===== src/rtl/wa_pkg.sv =====
package wa_pkg;
  typedef enum logic [1:0] {
    ACT_NONE  = 2'd0,
    ACT_HIT   = 2'd1,
    ACT_ALIGN = 2'd2
  } wa_act_e;
endpackage


===== src/rtl/wa_window.sv =====
module wa_window #(
  parameter int W = 10
) (
  input  logic           clk_i,
  input  logic           rst_ni,
  input  logic [W-1:0]   data_i,
  input  logic           en_i,
  output logic [2*W-1:0] win_o,
  output logic           en_o,
  output logic           rise_o
);
  logic [W-1:0] d1_q, d2_q;
  logic         e1_q, e2_q, e3_q;

  always_ff @(posedge clk_i or negedge rst_ni) begin
    if (!rst_ni) begin
      d1_q <= '0;
      d2_q <= '0;
      e1_q <= 1'b0;
      e2_q <= 1'b0;
      e3_q <= 1'b0;
    end else begin
      d1_q <= data_i;
      d2_q <= d1_q;
      e1_q <= en_i;
      e2_q <= e1_q;
      e3_q <= e2_q;
    end
  end

  // enable travels with the older word (window bit 0)
  assign win_o  = {d1_q, d2_q};
  assign en_o   = e2_q;
  assign rise_o = e2_q & ~e3_q;
endmodule


===== src/rtl/wa_matcher.sv =====
module wa_matcher #(
  parameter int W  = 10,
  parameter int OW = $clog2(W)
) (
  input  logic [2*W-1:0] win_i,
  input  logic [W-1:0]   pattern_i,
  output logic [W-1:0]   hit_o,
  output logic           any_o,
  output logic [OW-1:0]  low_o
);
  for (genvar k = 0; k < W; k++) begin : g_cmp
    assign hit_o[k] = (win_i[k +: W] == pattern_i);
  end

  assign any_o = |hit_o;

  // lowest offset wins
  always_comb begin
    low_o = '0;
    for (int k = W - 1; k >= 0; k--) begin
      if (hit_o[k]) low_o = OW'(k);
    end
  end
endmodule


===== src/rtl/wa_ctrl.sv =====
module wa_ctrl
  import wa_pkg::*;
#(
  parameter int W  = 10,
  parameter int OW = $clog2(W)
) (
  input  logic          clk_i,
  input  logic          rst_ni,
  input  logic [W-1:0]  hit_i,
  input  logic          any_i,
  input  logic [OW-1:0] low_i,
  input  logic          en_i,
  input  logic          rise_i,
  output wa_act_e       act_o,
  output logic [OW-1:0] sel_o,
  output logic [OW-1:0] off_o
);
  logic          valid_q, armed_q;
  logic [OW-1:0] off_q;
  logic          fresh;

  always_comb begin
    fresh = ~valid_q | armed_q | rise_i;
    act_o = ACT_NONE;
    sel_o = off_q;
    if (en_i && any_i) begin
      if (fresh || (low_i != off_q)) begin
        act_o = ACT_ALIGN;
        sel_o = low_i;
      end else begin
        act_o = ACT_HIT;
      end
    end else if (!en_i && valid_q && hit_i[off_q]) begin
      act_o = ACT_HIT;
    end
  end

  always_ff @(posedge clk_i or negedge rst_ni) begin
    if (!rst_ni) begin
      valid_q <= 1'b0;
      armed_q <= 1'b0;
      off_q   <= '0;
    end else begin
      // armed: enable rose, no match consumed yet
      armed_q <= en_i & (armed_q | rise_i) & ~any_i;
      if (act_o == ACT_ALIGN) begin
        valid_q <= 1'b1;
        off_q   <= low_i;
      end
    end
  end

  assign off_o = off_q;

  assert_off_range_R1: assert property (@(posedge clk_i) disable iff (!rst_ni)
    32'(off_q) < W);

  assert_locked_when_low_R6: assert property (@(posedge clk_i) disable iff (!rst_ni)
    !$past(en_i) |-> $stable(off_q));
endmodule


===== src/rtl/wa_shifter.sv =====
module wa_shifter
  import wa_pkg::*;
#(
  parameter int W  = 10,
  parameter int OW = $clog2(W)
) (
  input  logic           clk_i,
  input  logic           rst_ni,
  input  logic [2*W-1:0] win_i,
  input  logic [OW-1:0]  sel_i,
  input  wa_act_e        act_i,
  output logic [W-1:0]   data_o,
  output logic           det_o,
  output logic           sync_o
);
  always_ff @(posedge clk_i or negedge rst_ni) begin
    if (!rst_ni) begin
      data_o <= '0;
      det_o  <= 1'b0;
      sync_o <= 1'b0;
    end else begin
      data_o <= win_i[sel_i +: W];
      det_o  <= (act_i != ACT_NONE);
      sync_o <= (act_i == ACT_ALIGN);
    end
  end
endmodule


===== src/rtl/word_align_manual.sv =====
module word_align_manual
  import wa_pkg::*;
#(
  parameter int W = 10
) (
  input  logic         clk_i,
  input  logic         rst_ni,
  input  logic [W-1:0] data_i,
  input  logic [W-1:0] pattern_i,
  input  logic         realign_en_i,
  output logic [W-1:0] data_o,
  output logic         pattern_det_o,
  output logic         sync_o
);
  localparam int OW = $clog2(W);

  logic [2*W-1:0] win;
  logic           en_old, en_rise;
  logic [W-1:0]   hit;
  logic           any_hit;
  logic [OW-1:0]  low_off, sel, off;
  wa_act_e        act;

  wa_window #(.W(W)) i_window (
    .clk_i  (clk_i),
    .rst_ni (rst_ni),
    .data_i (data_i),
    .en_i   (realign_en_i),
    .win_o  (win),
    .en_o   (en_old),
    .rise_o (en_rise)
  );

  wa_matcher #(.W(W), .OW(OW)) i_matcher (
    .win_i     (win),
    .pattern_i (pattern_i),
    .hit_o     (hit),
    .any_o     (any_hit),
    .low_o     (low_off)
  );

  wa_ctrl #(.W(W), .OW(OW)) i_ctrl (
    .clk_i  (clk_i),
    .rst_ni (rst_ni),
    .hit_i  (hit),
    .any_i  (any_hit),
    .low_i  (low_off),
    .en_i   (en_old),
    .rise_i (en_rise),
    .act_o  (act),
    .sel_o  (sel),
    .off_o  (off)
  );

  wa_shifter #(.W(W), .OW(OW)) i_shifter (
    .clk_i  (clk_i),
    .rst_ni (rst_ni),
    .win_i  (win),
    .sel_i  (sel),
    .act_i  (act),
    .data_o (data_o),
    .det_o  (pattern_det_o),
    .sync_o (sync_o)
  );

  assert_sync_with_det_R4: assert property (@(posedge clk_i) disable iff (!rst_ni)
    sync_o |-> pattern_det_o);

  assert_boundary_move_sync_R7: assert property (@(posedge clk_i) disable iff (!rst_ni)
    !$stable(off) |-> sync_o);

  assert_pulse_word_R9: assert property (@(posedge clk_i) disable iff (!rst_ni)
    pattern_det_o |-> (data_o == pattern_i));
endmodule


===== config.mk =====
export PLATFORM = sky130hd
export DESIGN_NAME = word_align_manual
export DESIGN_NICKNAME = d
export VERILOG_FILES = /design/src/rtl/wa_pkg.sv /design/src/rtl/wa_window.sv /design/src/rtl/wa_matcher.sv /design/src/rtl/wa_ctrl.sv /design/src/rtl/wa_shifter.sv /design/src/rtl/word_align_manual.sv
export SDC_FILE = /design/constraint.sdc
export NUM_CORES = 1
export LEC_CHECK = 0
export ABC_CLOCK_PERIOD_IN_PS = 6000
export BUFFER_PORTS_ARGS = -buffer_cell sky130_fd_sc_hd__buf_2
export CORE_MARGIN = 2
export CORE_UTILIZATION = 25
export DETAILED_ROUTE_END_ITERATION = 10
export PLACE_DENSITY = 0.49
export SYNTH_ARGS = -nofsm -noshare
export SYNTH_HDL_FRONTEND = slang
export SYNTH_SLANG_ARGS = --single-unit

===== constraint.sdc =====
create_clock -name clk_i -period 6 [get_ports clk_i]
set_clock_uncertainty 0.1 [all_clocks]
set_input_delay 0.6 -clock clk_i [delete_from_list [all_inputs] [get_ports clk_i]]
set_output_delay 0.6 -clock clk_i [all_outputs]
set_load 0.05 [all_outputs]

==> results.sh <==
export IMPL_floorplan_rows=42
export IMPL_synth_top_area_cell="dfrtp_1"
export IMPL_design_die_area_um2=14600
export IMPL_synth_top_cells_by_area="dfrtp_1 30%, xor2_1 14%, xnor2_1 12%, mux2i_1 7.9%, nor4_1 2.9%"
export IMPL_pwr_cell_area_nw_per_um2=222
export IMPL_whs_ps=254
export IMPL_worst_reg2reg_endpoint="i_shifter.data_o[9]$_DFF_PN0_"
export IMPL_max_slew_margin_pct=27.3
export IMPL_finalHoldViolations=0
export IMPL_worst_hold_path_type="register to register"
export IMPL_slew_violations=0
export IMPL_yosysWarningCount=0
export IMPL_cts_tree="built"
export IMPL_syn_num_nets=371
export IMPL_flow_area_growth_from_synthesis_pct=9.58
export IMPL_gp_congestion=0.910
export IMPL_wl_um=9330
export IMPL_setup_violation_total_in_the_final_timing_report=0
export IMPL_final_nets=382
export IMPL_ant_nets=0
export IMPL_cts_clk_slew_worst_paths_ps=60
export IMPL_area_fraction_of_the_dominant_cell_type_after_synthesis_pct=30.1
export IMPL_cts_max_level=2
export IMPL_internal_power_uw=575
export IMPL_max_freq_ghz=0.219
export IMPL_synth_cell_type_count=54
export IMPL_critPathMaxFanout=13
export IMPL_insertion_delay_ps=280
export IMPL_pwr_share_comb_pct=23.1
export IMPL_crit_start="i_window.d2_q[9]$_DFF_PN0_"
export IMPL_detailedPlacementHpwl_um=6620
export IMPL_initial_utilization_pct=25.6
export IMPL_grt_pass1_vias=2728
export IMPL_worstPathRequired_ps=6050
export IMPL_synth_main_ff_cell="dfrtp_1"
export IMPL_postSynth_asyncResetShare_pct=100
export IMPL_whs_path_depth=0
export IMPL_avgViaCountPerCell=4.88
export IMPL_synth_yosys_seq_area_share_pct=30.1
export IMPL_post_layout_minimum_cycle_time_ps=4570
export IMPL_dominant_combinational_cell_family_by_area_after_synthesis="XOR/XNOR gates"
export IMPL_core_area_um2=13300
export IMPL_syn_avg_cell_area_um2=9.79
export IMPL_grt_overflow=0
export IMPL_insertedDiodeCount=0
export IMPL_swShare_pct=30.6
export IMPL_cts_hold_fix_buffers=0
export IMPL_ioPinCount=35
export IMPL_timing_critical_path_to="i_shifter.data_o[9]$_DFF_PN0_"
export IMPL_die_y_um=121
export IMPL_post_synth_inst_count=348
export IMPL_route_detailed_drc=0
export IMPL_cts_root_buf="clkbuf_16"
export IMPL_max_cap_viol_count=0
export IMPL_cts_resized=0
export IMPL_cts_setup_buffers=0
export IMPL_dr_pass1_iters=4
export IMPL_final_period_utilization_pct=76.1
export IMPL_totalNegativeSetupSlack_ps=0
export IMPL_initialDrtViolationCount=128
export IMPL_cp_start_kind="register"
export IMPL_n_fill_cell=1400
export IMPL_portbufs=34
export IMPL_post_route_cells_drive_above_1_share_pct=16.7
export IMPL_postLayoutSetupSlackWorst_ps=1430
export IMPL_die_width_um=121
export IMPL_arrival_ps=4620
export IMPL_wire_per_inst_um=17.4
export IMPL_number_of_vias_in_the_routed_layout=2618
export IMPL_maximum_number_of_pins_on_one_net_before_global_route_repair=42
export IMPL_globalRouteTotalUtil_pct=13.1
export IMPL_edff_count_synth=0
export IMPL_vdd_drop_max_mv=0.120
export IMPL_tritoncts_num_buffers=5
export IMPL_power_leakage_uw=0.00165
export IMPL_grt_pass1_wl_um=15000
export IMPL_ys_seq_elements=41
export IMPL_post_place_ws_ps=1370
export IMPL_power_sequential_fraction_pct=39.6
export IMPL_layout_cells_most_common="xor2_1"
export IMPL_number_of_cells_on_the_worst_reg_to_reg_path=11
export IMPL_clock_power_share_pct=37.4
export IMPL_grt_antenna_before_repair=0
export IMPL_outcome="finished clean"
export IMPL_net_switching_power_uw=253
export IMPL_syn_area_um2=3410
export IMPL_buffer_depth_of_the_longest_clock_path=2
export IMPL_criticalPathCategory="register to register"
export IMPL_grt_setup_unrepaired="no"
export IMPL_worst_r2r_startpoint="i_window.d2_q[9]$_DFF_PN0_"
export IMPL_synth_adder_area_share_pct=0
export IMPL_clock_sink_count=41
export IMPL_synth_area_in_xor_xnor_pct=26.4
export IMPL_synthesized_area_fraction_occupied_by_and_or_nand_nor_cells_pct=14.1
export IMPL_synth_compound_area_share_pct=10.4
export IMPL_layout_common_cells="55 x xor2_1, 46 x xnor2_1, 41 x dfrtp_1, 34 x buf_2, 27 x mux2i_1"
export IMPL_synth_mux_area_share_pct=10.7
export IMPL_max_slew_worst_pin_slew_ps=1080
export IMPL_cp_end_kind="register"
export IMPL_regToRegSetupSlack_ps=1430
metal layers:
| layer | share of wire, % | vias to the layer above | GRT usage, % |
|---|---|---|---|
| li1 | - | 1242 | - |
| met4 | 1.3 | 0 | 4.65 |
| met5 | 0 | - | 0 |
| met3 | 3.8 | 9 | 1.70 |
| met2 | 47 | 71 | 21.0 |
| met1 | 48 | 1296 | 18.0 |
worst min path at each step:
stage / start / end
2_1_floorplan: rst_ni / i_ctrl.armed_q$_DFF_PN0_
3_3_place_gp: i_window.e1_q$_DFF_PN0_ / i_window.en_o$_DFF_PN0_
3_5_place_dp: i_window.e1_q$_DFF_PN0_ / i_window.en_o$_DFF_PN0_
4_1_cts: i_window.e1_q$_DFF_PN0_ / i_window.en_o$_DFF_PN0_
5_1_grt: i_window.e1_q$_DFF_PN0_ / i_window.en_o$_DFF_PN0_
6_report: i_window.e1_q$_DFF_PN0_ / i_window.en_o$_DFF_PN0_
logic make-up after synthesis:
group                  Yosys count
AO/OA/AOI/OAI                   46
flip-flops                      41
multiplexers                    33
XOR/XNOR                       102
AND/OR/NAND/NOR                 86
buffers and inverters           40
metrics by stage:
stage	util (%)	power [uW]	instances	area [um2]
4_1_cts	28.1	839	536	3730
5_1_grt	28.1	869	536	3730
3_5_place_dp	26.8	523	528	3560
2_1_floorplan	-	481	348	3410
6_report	28.1	828	536	3730
3_3_place_gp	26.8	523	528	3560
cell usage after synthesis, types with 2 or more instances:
cell / number
xor2_1: 55
xnor2_1: 46
dfrtp_1: 41
mux2i_1: 27
nand2_1: 18
nor2_1: 18
nor4_1: 16
buf_4: 12
nand4_1: 12
o22ai_1: 11
buf_6: 8
buf_2: 7
inv_1: 7
a21oi_1: 6
nand3_1: 5
o21ai_0: 5
a211oi_1: 4
nor3_1: 4
clkbuf_1: 3
mux2_2: 3
a22oi_1: 2
a311oi_1: 2
nor4_2: 2
o221ai_1: 2
o22a_1: 2
o31ai_4: 2
power groups by stage:
| stage | clock, uW | combinational (uW) | sequential (uW) |
|---|---|---|---|
| 2_1_floorplan | 0 | 139 | 342 |
| 3_3_place_gp | 0 | 190 | 333 |
| 3_5_place_dp | 0 | 191 | 333 |
| 4_1_cts | 320 | 192 | 328 |
| 5_1_grt | 330 | 208 | 331 |
| 6_report | 309 | 191 | 328 |
registers in the layout (all words and copies together), names as in the netlist, 4 cells and up:
register	count
i_ctrl.off_o	4
i_shifter.data_o	10
i_window.d1_q	10
i_window.d2_q	10
layout make-up:
type	instances	area, um2	area share (%)
multi-input cells	267	2100	56.2
flip-flops and latches	41	1030	27.5
well taps	176	220	5.90
repair buffers	36	185	4.96
clock buffers	7	143	3.82
clock inverters	1	30.0	0.804
inverters	8	30.0	0.804
worst max-delay path: stages (launching register included):
cell,delay (ps)
dfrtp_1,840
xnor2_1,190
nand4_1,130
nor4_1,830
or4bb_1,360
o31ai_4,110
o31ai_4,680
buf_4,340
mux2i_1,290
o22ai_1,130
a211oi_1,300
mux2i_1,120
Power figures use the tool's default switching activity.
